$ cat src/rtl/ushl_pkg.sv
package ushl_pkg;
  localparam int INSTR_W   = 32;
  localparam int PREFIX_W  = 6;
  localparam int SUB_W     = 8;
  localparam int IMM_TAG_W = 5;
  localparam int CNT_W     = 7;
  localparam int IDX_W     = 4;

  localparam logic [PREFIX_W-1:0]  OPC_PREFIX  = 6'b111110;
  localparam logic [SUB_W-1:0]     SUB_ALWAYS  = 8'h81;
  localparam logic [SUB_W-1:0]     SUB_IF_SET  = 8'h82;
  localparam logic [SUB_W-1:0]     SUB_IF_CLR  = 8'h83;
  localparam logic [IMM_TAG_W-1:0] SUB_IMM_TAG = 5'b00000;

  typedef enum logic [2:0] {
    OP_NONE,
    OP_REG_ALWAYS,
    OP_REG_IF_SET,
    OP_REG_IF_CLR,
    OP_IMM
  } ushl_op_e;

  typedef struct packed {
    logic dc;
    logic n;
    logic z;
    logic v;
    logic gt;
  } ushl_flags_t;
endpackage

$ cat src/rtl/ushl_decode.sv
module ushl_decode
  import ushl_pkg::*;
(
  input  logic [INSTR_W-1:0] instr,
  input  logic               cond_bit,
  output ushl_op_e           op,
  output logic               exec,
  output logic               flag_upd,
  output logic               use_imm,
  output logic [CNT_W-1:0]   imm_cnt,
  output logic [IDX_W-1:0]   dst_idx
);
  localparam int HI_LSB  = INSTR_W - PREFIX_W;
  localparam int SUB_LSB = INSTR_W/2 - SUB_W;
  localparam int TAG_LSB = INSTR_W/2 - IMM_TAG_W;

  logic [PREFIX_W-1:0]  prefix;
  logic [SUB_W-1:0]     sub;
  logic [IMM_TAG_W-1:0] tag;

  assign prefix  = instr[INSTR_W-1:HI_LSB];
  assign sub     = instr[INSTR_W/2-1:SUB_LSB];
  assign tag     = instr[INSTR_W/2-1:TAG_LSB];
  assign imm_cnt = instr[IDX_W+CNT_W-1:IDX_W];
  assign dst_idx = instr[IDX_W-1:0];

  always_comb begin
    op = OP_NONE;
    if (prefix == OPC_PREFIX) begin
      if (sub == SUB_ALWAYS)       op = OP_REG_ALWAYS;
      else if (sub == SUB_IF_SET)  op = OP_REG_IF_SET;
      else if (sub == SUB_IF_CLR)  op = OP_REG_IF_CLR;
      else if (tag == SUB_IMM_TAG) op = OP_IMM;
    end
  end

  always_comb begin
    unique case (op)
      OP_REG_ALWAYS, OP_IMM: exec = 1'b1;
      OP_REG_IF_SET:         exec = cond_bit;
      OP_REG_IF_CLR:         exec = ~cond_bit;
      default:               exec = 1'b0;
    endcase
  end

  assign flag_upd = (op == OP_REG_ALWAYS) || (op == OP_IMM);
  assign use_imm  = (op == OP_IMM);
endmodule

$ cat src/rtl/ushl_count.sv
module ushl_count #(
  parameter int WORD_W = 16,
  parameter int CNT_W  = 7,
  localparam int MAG_W = $clog2(WORD_W) + 1
) (
  input  logic [CNT_W-1:0] cnt,
  output logic             left,
  output logic [MAG_W-1:0] mag
);
  logic [CNT_W:0] absv;

  always_comb begin
    left = ~cnt[CNT_W-1];
    absv = left ? {1'b0, cnt} : ({1'b0, ~cnt} + 1'b1);
    if (absv > (CNT_W+1)'(WORD_W)) mag = MAG_W'(WORD_W);
    else                           mag = absv[MAG_W-1:0];
  end
endmodule

$ cat src/rtl/ushl_shifter.sv
module ushl_shifter #(
  parameter int WORD_W = 16,
  localparam int MAG_W = $clog2(WORD_W) + 1,
  localparam int IW    = $clog2(WORD_W)
) (
  input  logic [WORD_W-1:0] src,
  input  logic              left,
  input  logic [MAG_W-1:0]  mag,
  output logic [WORD_W-1:0] res,
  output logic              last_out
);
  logic [WORD_W-1:0] stg [0:MAG_W];
  logic [MAG_W-1:0]  idx;

  assign stg[0] = src;

  generate
    for (genvar k = 0; k < MAG_W; k++) begin : g_stage
      assign stg[k+1] = mag[k] ? (left ? (stg[k] << (2**k)) : (stg[k] >> (2**k)))
                               : stg[k];
    end
  endgenerate

  assign res = stg[MAG_W];

  always_comb begin
    idx = left ? (MAG_W'(WORD_W) - mag) : (mag - 1'b1);
    if (mag == '0) last_out = 1'b0;
    else           last_out = src[idx[IW-1:0]];
  end
endmodule

$ cat src/rtl/ushl_flags.sv
module ushl_flags
  import ushl_pkg::*;
#(
  parameter int WORD_W = 16
) (
  input  logic [WORD_W-1:0] res,
  input  logic              last_out,
  output ushl_flags_t       flg
);
  always_comb begin
    flg.dc = last_out;
    flg.n  = res[WORD_W-1];
    flg.z  = ~|res;
    flg.v  = 1'b0;
    flg.gt = ~flg.n & ~flg.z;
  end
endmodule

$ cat src/rtl/ushl_unit.sv
module ushl_unit
  import ushl_pkg::*;
#(
  parameter int WORD_W  = 16,
  parameter int GUARD_W = 8,
  localparam int OPND_W = 2*WORD_W,
  localparam int REG_W  = OPND_W + GUARD_W,
  localparam int MAG_W  = $clog2(WORD_W) + 1
) (
  input  logic                clk,
  input  logic                rst_n,
  input  logic                in_valid,
  output logic                in_ready,
  input  logic [INSTR_W-1:0]  in_instr,
  input  logic [OPND_W-1:0]   in_sx,
  input  logic [OPND_W-1:0]   in_sy,
  input  logic [REG_W-1:0]    in_dz,
  input  logic                in_dc,
  output logic                out_valid,
  input  logic                out_ready,
  output logic                out_wr_en,
  output logic [IDX_W-1:0]    out_dst,
  output logic [REG_W-1:0]    out_result,
  output logic                out_flag_we,
  output logic                out_dc,
  output logic                out_n,
  output logic                out_z,
  output logic                out_v,
  output logic                out_gt
);
  ushl_op_e           op;
  logic               exec, flag_upd, use_imm, left, last_out, fire;
  logic [CNT_W-1:0]   imm_cnt, cnt_sel;
  logic [IDX_W-1:0]   dst_idx;
  logic [MAG_W-1:0]   mag;
  logic [WORD_W-1:0]  src, res;
  logic [REG_W-1:0]   full;
  ushl_flags_t        flg;

  ushl_decode u_dec (
    .instr(in_instr), .cond_bit(in_dc), .op(op), .exec(exec),
    .flag_upd(flag_upd), .use_imm(use_imm), .imm_cnt(imm_cnt), .dst_idx(dst_idx)
  );

  assign cnt_sel = use_imm ? imm_cnt : in_sy[CNT_W-1:0];
  assign src     = use_imm ? in_dz[OPND_W-1:WORD_W] : in_sx[OPND_W-1:WORD_W];

  ushl_count #(.WORD_W(WORD_W), .CNT_W(CNT_W)) u_cnt (
    .cnt(cnt_sel), .left(left), .mag(mag)
  );

  ushl_shifter #(.WORD_W(WORD_W)) u_shf (
    .src(src), .left(left), .mag(mag), .res(res), .last_out(last_out)
  );

  ushl_flags #(.WORD_W(WORD_W)) u_flg (
    .res(res), .last_out(last_out), .flg(flg)
  );

  assign full     = {{GUARD_W{1'b0}}, res, {WORD_W{1'b0}}};
  assign in_ready = ~out_valid | out_ready;
  assign fire     = in_valid & in_ready;

  always_ff @(posedge clk) begin
    if (!rst_n) begin
      out_valid   <= 1'b0;
      out_wr_en   <= 1'b0;
      out_flag_we <= 1'b0;
      out_dst     <= '0;
      out_result  <= '0;
      out_dc      <= 1'b0;
      out_n       <= 1'b0;
      out_z       <= 1'b0;
      out_v       <= 1'b0;
      out_gt      <= 1'b0;
    end else if (fire) begin
      out_valid   <= 1'b1;
      out_wr_en   <= exec;
      out_flag_we <= exec & flag_upd;
      out_dst     <= dst_idx;
      out_result  <= exec ? full : '0;
      out_dc      <= flg.dc;
      out_n       <= flg.n;
      out_z       <= flg.z;
      out_v       <= flg.v;
      out_gt      <= flg.gt;
    end else if (out_ready) begin
      out_valid   <= 1'b0;
    end
  end
endmodule

$ cat config.mk
export PLATFORM = sky130hd
export DESIGN_NAME = ushl_unit
export DESIGN_NICKNAME = d
export VERILOG_FILES = /design/src/rtl/ushl_pkg.sv /design/src/rtl/ushl_decode.sv /design/src/rtl/ushl_count.sv /design/src/rtl/ushl_shifter.sv /design/src/rtl/ushl_flags.sv /design/src/rtl/ushl_unit.sv
export SDC_FILE = /design/constraint.sdc
export NUM_CORES = 1
export LEC_CHECK = 0
export ABC_AREA = 1
export BUFFER_PORTS_ARGS = -buffer_cell sky130_fd_sc_hd__buf_4
export CAP_MARGIN = 20
export CORE_AREA = 2 2 88 90
export DETAILED_ROUTE_END_ITERATION = 10
export DIE_AREA = 0 0 90 92
export GPL_TIMING_DRIVEN = 0
export PLACE_DENSITY = 0.85
export SETUP_SLACK_MARGIN = 0.15
export SLEW_MARGIN = 20
export SYNTH_ARGS = -nofsm -noshare
export SYNTH_HDL_FRONTEND = slang
export SYNTH_SLANG_ARGS = --single-unit
$ cat constraint.sdc
create_clock -name clk -period 7.3 [get_ports clk]
set_input_delay 1.095 -clock clk [delete_from_list [all_inputs] [get_ports clk]]
set_output_delay 1.095 -clock clk [all_outputs]
set_load 0.05 [all_outputs]
==> flow_metrics.tcl, run 1 <==
set metrics [dict create \
    drive_gt1_share_pct 22.7 \
    synthTopCellsByArea "nand2_1 25%, dfxtp_1 15%, nand3_1 11%" \
    worst_path_max_delay_cell "xor2_1" \
    worstSetupPathType "input pin to register" \
    yosys.area_share.adder_pct 1.05 \
    p_per_area_nw_per_um2 119 \
    cts_tree "yes" \
    cp_common_cell "nand2_1" \
    area_delta_synth_final_pct 26.9 \
    postCtsSetupBuffers 0 \
    cts_buffer_depth 2 \
    ys_types 35 \
    worst_hold_slack_ns 0.472 \
    cts_sinks 27 \
    grt_pass1_vias 4150 \
    crit_fanout 11 \
    hold_viol_final 0 \
    post_drt_wl_per_cell_um 13.1 \
    grt_max_degree 17 \
    cp.required_ns 7.45 \
    postCtsHoldBufs 0 \
    cts_resized 0 \
    crit_path_start_kind "input pin" \
    numPortBuffers 93 \
    period_share_pct 66.0 \
    finalSetupTns_ns 0 \
    routabilityCongestion 0.938 \
    clk-insertion-delay-late_ns 0.27 \
    synth_top_family_by_area "simple AND/OR/NAND/NOR gates" \
    synth_cells 654 \
    synth_seq_area_share_pct 15.1 \
    ys_warn_count 0 \
    overflow 0 \
    row_count 32 \
    ant_nets 0 \
    netlist.area_leader.share_pct 24.5 \
    grt_pass1_wl_um 19000 \
    fp.dieH_um 92 \
    fin_area_um2 4550 \
    finalClockSkew_ns 0.00496 \
    ys_ff_latch 27 \
    multi_input_area_um2 2520 \
    min_path_type "register to register" \
    crit_path_max_incr_delay_ns 0.37 \
    peakVddDrop_mv 0.0662 \
    antenna_found_initial 0 \
    max-cap-violations 0 \
    viasPerCell 5.19 \
    relSlewSlack_pct 54.0 \
    fin_cells 877 \
    fin_crit_ns 4.82 \
    maxSlewViolCount 0 \
    fmax_ghz 0.208 \
    core_area_um2 7450 \
    worst_pin_slew_ns 0.682 \
    root_buffer "clkbuf_8" \
    p_leak_nw 2.49 \
    synth_xor_area_share_pct 1.22 \
    synth_compound_area_share_pct 13.9 \
    cts.reportedPaths.clkPinSlew_ns 0.10 \
    wl_um 11500 \
    dpl-instance-area_um2 4500 \
    die_area_um2 8280 \
    antenna_cells 0 \
    place_inst 873 \
    htreeDepth 1 \
    synthSimpleGateAreaFrac_pct 49.9 \
    track_usage_pct 26.9 \
    crit_path_end_kind "register" \
    synthesis.area_um2 3580 \
    vias 4550 \
    cp.arrival_ns 4.96 \
    start_util_pct 48.1 \
    p_total_mw 0.542 \
    finalNetCount 920 \
    fillers 750 \
    hpwl_um 9470 \
    rsz0062_at_grt "false" \
    yosys.area.top_type "nand2_1" \
    drt-pass1-iter-count 6 \
    cts_buffers 3 \
    muxShareOfSynthArea_pct 1.68 \
    register_area_um2 541 \
    die_w_um 90 \
    setup_violations 0 \
    drt_iter0_markers 260 \
    status "completed" \
    drc 0 \
    pin_count 194 \
    syn_avg_cell_area_um2 5.48 \
]
## sequential cells by signal, summed over array words and instances, names as in the netlist
| signal | flops |
|---|---|
| out_wr_en | 1 |
| out_valid | 1 |
| out_result | 16 |
| out_dst | 4 |
| out_gt | 1 |
| out_z | 1 |
| out_flag_we | 1 |
| out_dc | 1 |
| out_n | 1 |
## per-stage QoR
stage / setup slack, ns / utilization, %
after floorplan: 2.92 / -
after global placement: 2.31 / 60.4
after detailed placement: 2.24 / 60.4
after CTS: 2.54 / 61.0
after global routing: 2.13 / 61.0
final: 2.48 / 61.0
## cells in the mapped netlist
master      n
buf_1       2
o311ai_0    2
a21oi_2     2
o21ai_4     1
o211ai_1    5
a21oi_1    34
xnor2_1     2
or2_1       1
inv_1      60
clkinv_1    3
o21bai_1    1
clkbuf_1   11
mux2i_1     6
nand3_1    79
nand3b_1    1
nand4_1    20
xor2_1      3
nand3_2     6
buf_6       6
buf_4      28
inv_2       1
conb_1      1
nand2_2    10
nor2_2      2
nor2_1     35
dfxtp_1    27
nor2_4      4
a31oi_1     2
o21ai_1     4
nand2_1   234
or2_2      10
ha_1        3
a211oi_1    1
o21ai_0    38
buf_2       9
## per-layer routing
| layer | global-route usage (%) | up-vias | share of wire [%] |
|---|---|---|---|
| met5 | 0 | - | 0 |
| li1 | - | 2305 | - |
| met2 | 48.2 | 206 | 48 |
| met1 | 34.8 | 2019 | 43 |
| met4 | 6.03 | 0 | 1.9 |
| met3 | 2.71 | 20 | 6.5 |
## cell families after synthesis
logic type	after synthesis
and+or+nand+nor	402
buffers and inverters	120
AOI/OAI and AO/OA	90
DFF	27
muxes	6
xor gates and xnor gates	5
adders and majority gates	3
other	1
## worst max-delay path, delay by kind of cell
kind                       cells  cell delay (ns)
adders and majority gates      2             0.49
and+or+nand+nor               13             1.51
xor gates and xnor gates       1             0.37
AOI/OAI and AO/OA              4             0.58
buffers and inverters          7             0.89
## area by class of cell
class / count / area share [%]
multi-input cells: 531 / 55.4
repair buffers: 93 / 15.4
flip-flops and latches: 27 / 11.9
plain buffers: 56 / 8.18
inverters: 64 / 5.28
well taps: 102 / 2.81
clock buffers: 3 / 0.908
clock inverters: 1 / 0.165
## power breakdown
part / internal [mW] / switching [mW] / leakage [nW]
logic: 0.103 / 0.198 / 2.24
registers: 0.152 / 0.00240 / 0.219
clock network: 0.0388 / 0.0477 / 0.0217
total: 0.294 / 0.248 / 2.49
## cells in the final DEF, fill, tap and decap left out, drive strengths merged
cell type / count
clkbuf: 14
xnor2: 2
nand3: 85
ha: 3
nor2: 41
o211ai: 5
nand3b: 1
o311ai: 2
clkinvlp: 1
conb: 25
dfxtp: 27
buf: 138
mux2i: 6
xor2: 3
a211oi: 1
or2: 11
inv: 61
nand2: 244
o21ai: 43
clkinv: 3
a21oi: 36
a31oi: 2
o21bai: 1
nand4: 20
## path summary, 6_finish.rpt
kind / end / depth (start not counted) / slack [ns] / startpoint
max: out_dc$_SDFFE_PN0P_ / 27 / 2.48 / in_instr[11]
min: out_result[27]$_SDFFE_PN0P_ / 2 / 0.47 / out_result[27]$_SDFFE_PN0P_
max reg2reg: out_result[21]$_SDFFE_PN0P_ / 8 / 5.06 / out_valid$_SDFFE_PN0P_
min reg2reg: out_result[27]$_SDFFE_PN0P_ / 2 / 0.47 / out_result[27]$_SDFFE_PN0P_
Note: power is estimated with default switching activity, not from simulation.
==> inputs of run 2 (changes only) <==
CORE_AREA = 2 2 92 94   (was 2 2 88 90)
DIE_AREA = 0 0 94 96   (was 0 0 90 92)
PLACE_DENSITY = 0.78   (was 0.85)
clock period = 4.6 ns   (was 7.3 ns; I/O delays follow)
==> run 2 against run 1 <==
Effect of this change:
- cell count grew 0.91%
- non-clock buffer count rose by 5
- clock power grew 53%
- critical path type unchanged
- largest power group unchanged
==> flow_metrics.tcl, run 2 (synthesis results as in run 1) <==
set metrics [dict create \
    postCtsHoldBufs 0 \
    crit_path_end_kind "register" \
    p_leak_nw 2.51 \
    period_share_pct 90.9 \
    drt-pass1-iter-count 7 \
    ff2ff_path_depth 8 \
    fin_area_um2 4590 \
    finalClockSkew_ns 0.00808 \
    reg2reg_to "out_result[20]$_SDFFE_PN0P_" \
    numPortBuffers 93 \
    register_area_um2 541 \
    crit_cells 27 \
    p_per_area_nw_per_um2 187 \
    layout_common_cells "234 x nand2_1, 126 x buf_4, 79 x nand3_1" \
    worstSetupPathType "input pin to register" \
    htreeDepth 1 \
    die_w_um 94 \
    dpl-instance-area_um2 4500 \
    hold_viol_final 0 \
    peakVddDrop_mv 0.126 \
    crit_fanout 11 \
    start_util_pct 44.5 \
    final_common_cell "nand2_1" \
    fp.dieH_um 96 \
    cts.reportedPaths.clkPinSlew_ns 0.09 \
    fin_crit_ns 4.18 \
    fin_util_pct 57.0 \
    drc 0 \
    top_register "out_result" \
    core_area_um2 8050 \
    setup_violations 0 \
    rrSetupSlack_ns 2.40 \
    path_buf_inv 7 \
    crit_path_start_kind "input pin" \
    cts_buffers 3 \
    cts_buffer_depth 2 \
    worst_pin_slew_ns 0.602 \
    cts_sinks 27 \
    cp_common_cell "nand2_1" \
    grt_pass1_vias 4009 \
    place_inst 876 \
    rsz0062_at_grt "false" \
    fmax_ghz 0.239 \
    r2r-start "out_valid$_SDFFE_PN0P_" \
    maxSlewViolCount 0 \
    die_area_um2 9020 \
    hpwl_um 9610 \
    ant_nets 0 \
    hold_start "out_result[24]$_SDFFE_PN0P_" \
    crit_path_max_incr_delay_ns 0.35 \
    max-cap-violations 0 \
    worst_hold_slack_ns 0.471 \
    track_usage_pct 25.7 \
    antenna_found_initial 0 \
    cp.required_ns 4.75 \
    critPathTopFamily "simple AND/OR/NAND/NOR gates" \
    cts_tree "yes" \
    worst_path_max_delay_cell "o311ai_0" \
    relSlewSlack_pct 59.4 \
    antenna_cells 0 \
    overflow 0 \
    fillers 844 \
    vias 4573 \
    grt_pass1_wl_um 18900 \
    drt_iter0_markers 322 \
    routabilityCongestion 0.985 \
    min_path_cells 2 \
    viasPerCell 5.17 \
    whs_endpoint "out_result[24]$_SDFFE_PN0P_" \
    root_buffer "clkbuf_8" \
    clk-insertion-delay-late_ns 0.27 \
    min_path_type "register to register" \
    fin_cells 885 \
    wl_um 11700 \
    largestRegisters "out_result: 16 flops, out_dst: 4 flops" \
    cp.arrival_ns 4.33 \
    finalNetCount 925 \
    drive_gt1_share_pct 23.2 \
    multi_input_area_um2 2530 \
    status "completed" \
    pin_count 194 \
    post_drt_wl_per_cell_um 13.2 \
    row_count 33 \
    area_delta_synth_final_pct 28.3 \
    grt_max_degree 15 \
    finalSetupTns_ns 0 \
    largest_reg_flops 16 \
]
run 2: cell types whose count changed in the layout (fill, tap and decap cells not counted):
cell	previous run	this run
buf_2	9	8
clkinvlp_4	1	0
xor2_1	3	2
clkbuf_1	11	12
xor2_2	0	1
clkbuf_4	0	1
buf_4	121	126
run 2: through the flow:
stage,setup slack (ns),total power [mW]
floorplan,0.628,0.590
global placement,0.0185,0.716
detailed placement,-0.0338,0.720
CTS,0.250,0.851
global route,0.145,0.918
finish,0.419,0.860
run 2: routing by layer:
metal  vias to the layer above  routed length, um  global-route usage [%]
met5                         -                  0                       0
met4                         0                333                    7.37
met3                        28                933                    2.66
met2                       214               5370                    43.8
met1                      2019               5020                    34.5
li1                       2312                  -                       -
run 2: worst max path at each step:
| stage | startpoint | endpoint | slack, ns |
|---|---|---|---|
| final | in_instr[11] | out_dc$_SDFFE_PN0P_ | 0.42 |
| after global routing | in_instr[12] | out_dc$_SDFFE_PN0P_ | 0.14 |
| after CTS | in_instr[11] | out_dc$_SDFFE_PN0P_ | 0.25 |
| after detailed placement | in_instr[11] | out_dc$_SDFFE_PN0P_ | -0.03 |
| after global placement | in_instr[11] | out_dc$_SDFFE_PN0P_ | 0.02 |
| after floorplan | in_instr[11] | out_dc$_SDFFE_PN0P_ | 0.63 |
run 2: final cells by class:
type / count / share of cell area, %
plain buffers: 56 / 8.14
clock buffers: 4 / 0.981
inverters: 64 / 5.23
multi-input cells: 531 / 55.0
flip-flops and latches: 27 / 11.8
well taps: 105 / 2.86
repair buffers: 98 / 16.0
run 2: report_power, final:
| part | leakage (nW) | switching, mW | internal [mW] | total (mW) |
|---|---|---|---|---|
| sequential | 0.219 | 0.00368 | 0.241 | 0.245 |
| clock | 0.0228 | 0.0704 | 0.0620 | 0.132 |
| combinational | 2.27 | 0.316 | 0.167 | 0.483 |
| total | 2.51 | 0.390 | 0.470 | 0.860 |
run 2: repair_timing:
action | in CTS | in global routing
setup endpoints to repair | 0 | 1
buffers inserted | 0 | 5
resized for setup | 0 | 2
run 2: tightest hold or removal path: stages (launching register included):
cell	delay, ns
dfxtp_1	0.32
nand2_1	0.06
a21oi_1	0.05
